**config.mk**
```make
export PLATFORM = sky130hd
export DESIGN_NAME = txpwr_mode_ctrl
export DESIGN_NICKNAME = d
export VERILOG_FILES = /design/src/rtl/txpwr_pkg.sv /design/src/rtl/txpwr_rst_sync.sv /design/src/rtl/txpwr_pix_sync.sv /design/src/rtl/txpwr_freq_meter.sv /design/src/rtl/txpwr_mode_fsm.sv /design/src/rtl/txpwr_mode_ctrl.sv
export SDC_FILE = /design/constraint.sdc
export NUM_CORES = 1
export LEC_CHECK = 0
export ABC_AREA = 1
export BUFFER_PORTS_ARGS = -buffer_cell sky130_fd_sc_hd__buf_2
export CORE_MARGIN = 2
export CORE_UTILIZATION = 40
export CTS_CLUSTER_DIAMETER = 200
export CTS_CLUSTER_SIZE = 40
export DETAILED_ROUTE_END_ITERATION = 8
export PLACE_DENSITY_LB_ADDON = 0.3
export SETUP_SLACK_MARGIN = 0.5
export SYNTH_ARGS = -nofsm -noshare
export SYNTH_HDL_FRONTEND = slang
export SYNTH_SLANG_ARGS = --single-unit
```
**constraint.sdc**
```tcl
create_clock -name clk_ref_i -period 1.2 [get_ports clk_ref_i]
set_input_delay 0.3 -clock clk_ref_i [delete_from_list [all_inputs] [get_ports clk_ref_i]]
set_output_delay 0.3 -clock clk_ref_i [all_outputs]
set_load 0.005 [all_outputs]
```
**src/rtl/txpwr_pkg.sv**
```systemverilog
package txpwr_pkg;

  typedef enum logic [1:0] {
    MODE_OFF  = 2'd0,
    MODE_IDLE = 2'd1,
    MODE_ACQ  = 2'd2,
    MODE_TX   = 2'd3
  } txpwr_mode_e;

  typedef struct packed {
    logic vld;
    logic slow;
    logic fast;
  } txpwr_verdict_t;

endpackage

```
**src/rtl/txpwr_rst_sync.sv**
```systemverilog
module txpwr_rst_sync #(
  parameter int STAGES = 2
) (
  input  logic clk,
  input  logic rst_n_async,
  output logic rst_n_sync
);

  logic [STAGES-1:0] chain_q;

  always_ff @(posedge clk or negedge rst_n_async) begin
    if (!rst_n_async) chain_q <= '0;
    else              chain_q <= {chain_q[STAGES-2:0], 1'b1};
  end

  assign rst_n_sync = chain_q[STAGES-1];

endmodule

```
**src/rtl/txpwr_pix_sync.sv**
```systemverilog
module txpwr_pix_sync #(
  parameter int STAGES = 2
) (
  input  logic clk,
  input  logic rst_n,
  input  logic clr,
  input  logic pix_async,
  output logic pix_lvl,
  output logic pix_rise
);

  logic [STAGES-1:0] sync_q, sync_d;
  logic              prev_q, prev_d;

  always_comb begin
    if (clr) begin
      sync_d = '0;
      prev_d = 1'b0;
    end else begin
      sync_d = {sync_q[STAGES-2:0], pix_async};
      prev_d = sync_q[STAGES-1];
    end
  end

  always_ff @(posedge clk or negedge rst_n) begin
    if (!rst_n) begin
      sync_q <= '0;
      prev_q <= 1'b0;
    end else begin
      sync_q <= sync_d;
      prev_q <= prev_d;
    end
  end

  assign pix_lvl  = sync_q[STAGES-1];
  assign pix_rise = sync_q[STAGES-1] & ~prev_q;

endmodule

```
**src/rtl/txpwr_freq_meter.sv**
```systemverilog
module txpwr_freq_meter
  import txpwr_pkg::*;
#(
  parameter int WIN_CYC = 2000,
  parameter int LO_CNT  = 10,
  parameter int HI_CNT  = 60
) (
  input  logic           clk,
  input  logic           rst_n,
  input  logic           clr,
  input  logic           rise,
  output txpwr_verdict_t verdict
);

  localparam int WIN_W = $clog2(WIN_CYC);
  localparam int CNT_W = $clog2(WIN_CYC + 1);
  localparam logic [WIN_W-1:0] WIN_LAST = WIN_W'(WIN_CYC - 1);
  localparam logic [CNT_W-1:0] LO_LIM   = CNT_W'(LO_CNT);
  localparam logic [CNT_W-1:0] HI_LIM   = CNT_W'(HI_CNT);

  logic [WIN_W-1:0] win_q, win_d;
  logic [CNT_W-1:0] cnt_q, cnt_d, cnt_sum;
  txpwr_verdict_t   ver_q, ver_d;
  logic             win_end;

  assign win_end = (win_q == WIN_LAST);
  assign cnt_sum = cnt_q + CNT_W'(rise);

  always_comb begin
    win_d = win_q;
    cnt_d = cnt_q;
    ver_d = '0;
    if (clr) begin
      win_d = '0;
      cnt_d = '0;
    end else if (win_end) begin
      win_d      = '0;
      cnt_d      = '0;
      ver_d.vld  = 1'b1;
      ver_d.slow = (cnt_sum < LO_LIM);
      ver_d.fast = (cnt_sum > HI_LIM);
    end else begin
      win_d = win_q + 1'b1;
      cnt_d = cnt_sum;
    end
  end

  always_ff @(posedge clk or negedge rst_n) begin
    if (!rst_n) begin
      win_q <= '0;
      cnt_q <= '0;
      ver_q <= '0;
    end else begin
      win_q <= win_d;
      cnt_q <= cnt_d;
      ver_q <= ver_d;
    end
  end

  assign verdict = ver_q;

endmodule

```
**src/rtl/txpwr_mode_fsm.sv**
```systemverilog
module txpwr_mode_fsm
  import txpwr_pkg::*;
(
  input  logic           clk,
  input  logic           rst_n,
  input  logic           en,
  input  logic           lock,
  input  txpwr_verdict_t verdict,
  output txpwr_mode_e    mode
);

  txpwr_mode_e state_q, state_d;
  logic        go_slow, go_fast;

  assign go_slow = verdict.vld & verdict.slow;
  assign go_fast = verdict.vld & verdict.fast;

  always_comb begin
    state_d = state_q;
    if (!en) begin
      state_d = MODE_OFF;
    end else begin
      unique case (state_q)
        MODE_OFF:  state_d = MODE_IDLE;
        MODE_IDLE: if (go_fast) state_d = MODE_ACQ;
        MODE_ACQ: begin
          if (go_slow)   state_d = MODE_IDLE;
          else if (lock) state_d = MODE_TX;
        end
        MODE_TX: begin
          if (go_slow)    state_d = MODE_IDLE;
          else if (!lock) state_d = MODE_ACQ;
        end
        default: state_d = MODE_OFF;
      endcase
    end
  end

  always_ff @(posedge clk or negedge rst_n) begin
    if (!rst_n) state_q <= MODE_OFF;
    else        state_q <= state_d;
  end

  assign mode = state_q;

endmodule

```
**src/rtl/txpwr_mode_ctrl.sv**
```systemverilog
module txpwr_mode_ctrl
  import txpwr_pkg::*;
#(
  parameter int REF_KHZ     = 100000,
  parameter int WIN_CYC     = 2000,
  parameter int SLOW_KHZ    = 500,
  parameter int FAST_KHZ    = 3000,
  parameter int SYNC_STAGES = 2
) (
  input  logic       clk_ref_i,
  input  logic       rst_n_i,
  input  logic       en_i,
  input  logic       pix_clk_i,
  input  logic       pll_stable_i,
  output logic [1:0] mode_o,
  output logic       pll_en_o,
  output logic       ser_en_o,
  output logic       drv_en_o,
  output logic       mon_en_o,
  output logic       pix_fwd_o
);

  localparam int LO_CNT = (SLOW_KHZ * WIN_CYC) / REF_KHZ;
  localparam int HI_CNT = (FAST_KHZ * WIN_CYC) / REF_KHZ;

  logic           rst_sync_n;
  logic           meter_clr;
  logic           pix_lvl, pix_rise;
  txpwr_verdict_t verdict;
  txpwr_mode_e    mode;
  logic           fwd_q, fwd_d;

  assign meter_clr = ~en_i;

  txpwr_rst_sync #(.STAGES(2)) u_rst (
    .clk         (clk_ref_i),
    .rst_n_async (rst_n_i),
    .rst_n_sync  (rst_sync_n)
  );

  txpwr_pix_sync #(.STAGES(SYNC_STAGES)) u_sync (
    .clk       (clk_ref_i),
    .rst_n     (rst_sync_n),
    .clr       (meter_clr),
    .pix_async (pix_clk_i),
    .pix_lvl   (pix_lvl),
    .pix_rise  (pix_rise)
  );

  txpwr_freq_meter #(
    .WIN_CYC (WIN_CYC),
    .LO_CNT  (LO_CNT),
    .HI_CNT  (HI_CNT)
  ) u_meter (
    .clk     (clk_ref_i),
    .rst_n   (rst_sync_n),
    .clr     (meter_clr),
    .rise    (pix_rise),
    .verdict (verdict)
  );

  txpwr_mode_fsm u_fsm (
    .clk     (clk_ref_i),
    .rst_n   (rst_sync_n),
    .en      (en_i),
    .lock    (pll_stable_i),
    .verdict (verdict),
    .mode    (mode)
  );

  assign fwd_d = (mode == MODE_TX) & pix_lvl;

  always_ff @(posedge clk_ref_i or negedge rst_sync_n) begin
    if (!rst_sync_n) fwd_q <= 1'b0;
    else             fwd_q <= fwd_d;
  end

  assign mode_o    = mode;
  assign pll_en_o  = (mode == MODE_ACQ) | (mode == MODE_TX);
  assign ser_en_o  = (mode == MODE_TX);
  assign drv_en_o  = (mode == MODE_TX);
  assign mon_en_o  = (mode != MODE_OFF);
  assign pix_fwd_o = fwd_q;

endmodule

```
==> results of run 1 <==
cell type report:
cell class | instances | area (um^2)
inverter | 28 | 110
tap | 50 | 62.6
clock buffer | 5 | 68.8
fill | 281 | 1220
clock inverter | 3 | 65.1
sequential | 33 | 828
multi-input combinational | 142 | 1010
timing repair buffer | 70 | 631
report_power, final:
group          total, uW  switching, uW  internal [uW]
Combinational        549            246            303
Clock               1270            445            826
Sequential          1190           42.9           1150
routing by layer:
layer  routed length, um  part of all wire  up-vias  global-route usage
met1                1720              0.38      810               0.205
met3                 117             0.026        9              0.0438
met5                   0                 0        -                   0
met4                 110             0.024        0              0.0825
met2                2600              0.57       30               0.369
li1                    -                 -      785                   -
registers in the layout, indices dropped and copies added, names as in the netlist:
| register | count |
|---|---|
| pix_fwd_o | 1 |
| u_fsm.mode | 2 |
| u_meter.cnt_q | 11 |
| u_meter.verdict | 3 |
| u_meter.win_q | 11 |
| u_rst.chain_q | 2 |
| u_sync.prev_q | 1 |
| u_sync.sync_q | 2 |
cells in the mapped netlist (2+ instances only):
| cell type | n |
|---|---|
| nand2_1 | 41 |
| nor2_1 | 40 |
| dfrtp_1 | 33 |
| inv_1 | 25 |
| nand3_1 | 13 |
| nand2_2 | 6 |
| nor3_1 | 6 |
| nand3_2 | 4 |
| o21ai_0 | 4 |
| xor2_1 | 4 |
| a21oi_1 | 3 |
| ha_1 | 3 |
| inv_2 | 3 |
| nor2_2 | 3 |
| buf_4 | 2 |
| nor2_4 | 2 |
how the worst min path moves through the flow:
stage,from,endpoint,depth (start not counted)
floorplan,rst_n_i,u_rst.chain_q[0],0
global placement,rst_n_i,u_rst.chain_q[0],1
detailed placement,rst_n_i,u_rst.chain_q[0],1
CTS,pix_clk_i,u_sync.sync_q[0],3
global route,pix_clk_i,u_sync.sync_q[0],3
finish,pix_clk_i,u_sync.sync_q[0],3
critical path: cells and delay by family, from the launching register on:
| family | cells | cell delay [ns] |
|---|---|---|
| adder cells (fa/ha/maj) | 2 | 0.35 |
| AND/OR/NAND/NOR | 8 | 0.73 |
| flip-flops | 1 | 0.39 |
| buffers and inverters | 3 | 0.22 |
through the flow:
stage,instance area [um^2],instances
3_5_place_dp,2140,301
4_1_cts,2560,326
6_report,2780,331
5_1_grt,2780,331
3_3_place_gp,2140,301
2_1_floorplan,1760,206
what timing repair did:
item | in CTS | in global routing
hold buffers | 1 | 0
setup endpoints to repair | 35 | 35
pin swaps | 19 | 21
buffers inserted | 15 | 5
cloned | 1 | 0
endpoints found under the hold margin | 2 | 0
gates resized for setup | 40 | 50
cell families (layout without fill, tap and decap cells):
kind of cell	Yosys count	in the layout	synth area share
buf+inv	31	106	0.0741
other cells	1	1	0.00224
simple gates	120	120	0.335
flops	33	33	0.494
fa+ha+maj	3	3	0.0225
compound gates	13	13	0.0464
xor+xnor	5	5	0.0262
==> flow_summary.ini, run 1 <==
[run_status]
outcome = complete, but fails checks
violations = setup timing

[synthesis]
synth_area_leaders = dfrtp_1, nand2_1, nor2_1
syn_area_per_cell_um2 = 8.11
syn_inst = 206
ys_types = 30
syn-cell-area_um2 = 1670
ys_ff_latch = 33
yosysSeqAreaShare = 0.494
synth_top_cell_by_area = dfrtp_1
async_flop_share = 1.00
synth-edff-count = 0
yosys_warnings = 0
synthesis.nets = 214
ys.flop_type = dfrtp_1
yosysTopAreaCellShare = 0.494

[timing]
hold_ws_ns = 0.192
finalSetupViolations = 30
layout_setup_ws_ns = -0.632
timing.fmax_mhz = 546
skew_ns = 0.0148
tns_ns = -7.37
min_period_over_period = 1.53
finalMaxSlewViolations = 0
hold_viol_final = 0
rsz0062_at_grt = yes
min_period_ns = 1.83

[setup_path]
startpoint_type = flip-flop
r2r-start = u_sync.sync_q[1]
crit_required_ns = 1.39
crit_path_top_delay_cell = dfrtp_1
setup.worst_path.end = u_meter.verdict[0]
cp_common_cell = nor2_1
critical_path.max_fanout = 4
slowest_delay_ns = 0.39
crit_arrival_ns = 2.02
r2r_setup_slack_ns = -0.63
reg2reg_to = u_meter.verdict[0]
critPathCaptureType = flip-flop
cp_cell_sequence = inv_2, nor2_2, ha_2, ha_4, nand2_4, buf_4, inv_2, nor2_1, nand3_1, nor2_1, nand2_1, nand2_1, nor2_1
crit_path_start = u_sync.sync_q[1]
reg2regPathDepth = 13
crit_type = reg -> reg

[global_routing]
grt_max_degree = 32
grt_pass1_wl_mm = 6.61
track_usage = 0.195
gr-total-overflow = 0
grt_pass1_vias = 1561
antenna_found_initial = 0

[final_layout]
area_delta_synth_final_pct = 66.2
final_cell_mix = buf_4, nand2_1, dfrtp_1
utilization = 0.695
drive_above_1_share = 0.559
fin_nets = 288
layout_commonest_cell = buf_4
antenna_cells = 0

[placement]
hpwlAfterDp_mm = 2.59
pre_cts_slack_ns = -0.541
place.gp.congestion = 0.893
port_buffers = 11

[clocking]
clkLatencyLatePin_ns = 0.30
cts_sinks = 33
root_buffer = clkbuf_8
clk_path_buf_depth = 2
h-tree-depth = 2
cts_tree = built
cts_made_buffers = 5
clkTransAtPathRegs_ns = 0.08

[power]
leakagePower_uw = 0.00128
power_density_nw_per_um2 = 1080
power.total_uw = 3010
irDropWorstVdd_uv = 808

[route]
routedWlPerCell_um = 13.7
dr_total_vias = 1634
vias_per_cell = 4.94
drc = 0
drt_wl_total_mm = 4.55
drt_iter0_markers = 129
first_pass_iters = 4
ant_nets = 0

[floorplan]
fp.dieH_um = 68.6
initial_core_util = 0.418
rows = 23
fp.dieArea_um2 = 4710
die_w_um = 68.6
core-area_um2 = 4000
pin_count = 12

[job]
drv_cap = 0

[worst_hold_path]
worstHoldPathType = in -> reg
No activity file was read; power rests on OpenSTA's default activity.
==> run 2, diff against run 1 <==
- BUFFER_PORTS_ARGS: -buffer_cell sky130_fd_sc_hd__buf_2 -> unset
- CORE_UTILIZATION: 40 -> 59
- DONT_BUFFER_PORTS: unset -> 1
==> run 2 against run 1 <==
The flow now stops in global routing; area after synthesis did not move; synthesized cell count did not move.
==> flow_summary.ini, run 2 <==
[run_status]
outcome = aborted with a tool error
flow.stopped_at = global routing
firstError = [ERROR DPL-0033] detailed placement checks failed during check placement.

[synthesis]
yosysTopAreaCellShare = 0.494
async_flop_share = 1.00
synth_area_leaders = dfrtp_1, nand2_1, nor2_1
synthesis.nets = 214
syn_inst = 206
yosys.area_share.simple = 0.335
syn_area_per_cell_um2 = 8.11
ys_types = 30
synth_commonest_cells = nand2_1, nor2_1, dfrtp_1, inv_1, nand3_1
yosys_warnings = 0
syn-cell-area_um2 = 1670
synth_most_common_cell = nand2_1
synth_top_cell_by_area = dfrtp_1
ys.flop_type = dfrtp_1
synth_top_family_by_area = simple AND/OR/NAND/NOR gates
yosysSeqAreaShare = 0.494
synth_compound_area_frac = 0.0464
synth-edff-count = 0
synthXorXnorAreaFrac = 0.0262
ys_ff_latch = 33
yosys.area_share.adder = 0.0225
synthMuxAreaShare = 0

[floorplan]
pin_count = 12
fp.dieH_um = 57.2
rows = 19
initial_core_util = 0.611
die_w_um = 57.2

[placement]
place.gp.congestion = 0.846
hpwlAfterDp_mm = 2.71
dpl.cell_count = 266
port_buffers = 0

[clocking]
cts_made_buffers = 5
root_buffer = clkbuf_4
h-tree-depth = 2
cts_sinks = 33
clk_path_buf_depth = 2

[timing]
worst-ep-kind = register data pin
worstEndpointGrtRepair = u_meter.verdict[0]$_DFF_PN0_/D

[global_routing]
grt_max_degree = 18
antenna_found_initial = 0
==> run 2: repair_timing <==
item / CTS
gates cloned: 1
setup endpoints to repair: 35
buffers inserted: 13
resized for setup: 37
hold buffers: 1
endpoints found under the hold margin: 2
pin swaps: 18
==> run 2: cell families after synthesis <==
| kind of cell | after synthesis |
|---|---|
| AND/OR/NAND/NOR | 120 |
| flip-flops | 33 |
| buffers and inverters | 31 |
| AO/OA/AOI/OAI | 13 |
| XOR/XNOR | 5 |
| adder cells (fa/ha/maj) | 3 |
| other | 1 |
==> run 2: metrics by stage <==
stage | area, um^2 | hold slack (ns) | worst slack, ns | utilization | setup TNS (ns)
after floorplan | 1760 | 0.00441 | -0.382 | - | -2.59
after global placement | 2020 | 0.00448 | -0.508 | 0.740 | -3.93
after detailed placement | 2020 | 0.00446 | -0.601 | 0.740 | -5.01
after CTS | 2310 | 0.0447 | -0.581 | 0.846 | -6.18
==> run 3, diff against run 2 <==
- CORE_UTILIZATION: 59 -> 40
- CTS_CLUSTER_DIAMETER: 200 -> unset
- CTS_CLUSTER_SIZE: 40 -> unset
- PLACE_DENSITY_LB_ADDON: 0.3 -> 0.15
- SETUP_SLACK_MARGIN: 0.5 -> unset
==> run 3 against run 2 <==
The flow now finishes, with violations (setup timing).
==> flow_summary.ini, run 3 (synthesis results as in run 1) <==
[clocking]
cts_made_buffers = 5
clk_path_buf_depth = 2
root_buffer = clkbuf_8
cts_sinks = 33
clkLatencyLatePin_ns = 0.28
h-tree-depth = 2
cts_tree = built
clkTransAtPathRegs_ns = 0.07

[setup_path]
crit_required_ns = 1.38
critPathCaptureType = flip-flop
reg2reg_to = u_meter.verdict[0]
critical_path.max_fanout = 4
r2r-start = u_sync.sync_q[1]
r2r_setup_slack_ns = -0.58
crit_arrival_ns = 1.96
startpoint_type = flip-flop
crit_type = reg -> reg
reg2regPathDepth = 13

[final_layout]
fin_nets = 271
antenna_cells = 0
seqCellArea_um2 = 827
final_cell_mix = buf_4, dfrtp_1, nand2_1
final_area_um2 = 2580
area_delta_synth_final_pct = 54.6
drive_above_1_share = 0.544
layout_commonest_cell = buf_4
multi_input_area_um2 = 1010
fillers = 306
instances_no_fill = 313

[floorplan]
rows = 23
pin_count = 12
fp.dieH_um = 68.6
core-area_um2 = 4000
initial_core_util = 0.418
die_w_um = 68.6
fp.dieArea_um2 = 4710

[timing]
skew_ns = 0.00726
hold_viol_final = 0
finalSetupViolations = 26
min_period_over_period = 1.49
finalMaxSlewViolations = 0
layout_setup_ws_ns = -0.584
hold_ws_ns = 0.111
rsz0062_at_grt = yes
tns_ns = -6.77
min_period_ns = 1.78
timing.fmax_mhz = 561

[worst_hold_path]
min_to = u_sync.sync_q[1]
worstHoldPathType = in -> reg
min-delay-start = en_i
whs_path_depth = 2

[placement]
port_buffers = 0
place.gp.congestion = 0.842
hpwlAfterDp_mm = 2.55
dpl.cell_count = 291
place_area_um2 = 2050

[route]
drt_wl_total_mm = 3.92
dr_total_vias = 1525
drt_iter0_markers = 78
vias_per_cell = 4.87
first_pass_iters = 4
drc = 0
routedWlPerCell_um = 12.5
ant_nets = 0

[global_routing]
grt_pass1_wl_mm = 6.16
track_usage = 0.183
gr-total-overflow = 0
grt_pass1_vias = 1401
grt_max_degree = 32
antenna_found_initial = 0

[run_status]
violations = setup timing
outcome = complete, but fails checks

[job]
drv_cap = 0

[power]
power.total_uw = 2440
leakagePower_uw = 0.00118
irDropWorstVdd_uv = 593
power_density_nw_per_um2 = 943
[run 3: layout make-up]
type | count | share of cell area
timing repair buffer | 53 | 0.188
tap | 50 | 0.0242
sequential | 33 | 0.320
inverter | 28 | 0.0426
multi-input combinational | 142 | 0.392
clock buffer | 7 | 0.0334
[run 3: worst max path at each step]
stage	from	endpoint	slack (ns)
6_report	u_sync.sync_q[1]	u_meter.verdict[0]	-0.58
5_1_grt	u_sync.sync_q[1]	u_meter.verdict[0]	-0.70
4_1_cts	u_sync.sync_q[1]	u_meter.verdict[0]	-0.53
3_5_place_dp	u_sync.sync_q[1]	u_meter.verdict[0]	-0.55
3_3_place_gp	u_sync.sync_q[1]	u_meter.verdict[0]	-0.51
2_1_floorplan	u_sync.sync_q[1]	u_meter.verdict[0]	-0.38
[run 3: critical path, stage by stage, from the launching register on]
cell and delay [ns]:
dfrtp_1 0.36, inv_2 0.06, nor2_4 0.12, ha_4 0.17, ha_4 0.15, nand2_4 0.08
nor2_4 0.16, nand2_1 0.07, nand2_1 0.08, nand2_2 0.07, nor2_2 0.10, nand3_2 0.10
nor2_2 0.13, nor2_2 0.05
[run 3: through the flow]
step	utilization	setup slack, ns
detailed placement	0.512	-0.547
CTS	0.591	-0.525
global route	0.646	-0.704
floorplan	-	-0.382
global placement	0.512	-0.512
finish	0.646	-0.584
[run 3: repair_timing]
action	in CTS	in global routing
setup buffers	12	7
endpoints found under the hold margin	2	0
endpoints found under the setup margin	27	31
gates resized for setup	32	65
hold buffers	1	0
cloned	1	0
pin swaps	13	27
[run 3: metal layers]
metal	global-route usage	part of all wire	up-vias
met2	0.309	0.53	21
li1	-	-	751
met3	0.0584	0.031	13
met4	0.0975	0.035	0
met5	0	0	-
met1	0.204	0.40	740
[run 3: report_power, final]
group	switching [uW]	internal [uW]	leakage, uW	total [uW]
clock	370	454	0.0000443	824
combinational	204	222	0.000688	426
sequential	39.9	1150	0.000448	1190
total	614	1820	0.00118	2440
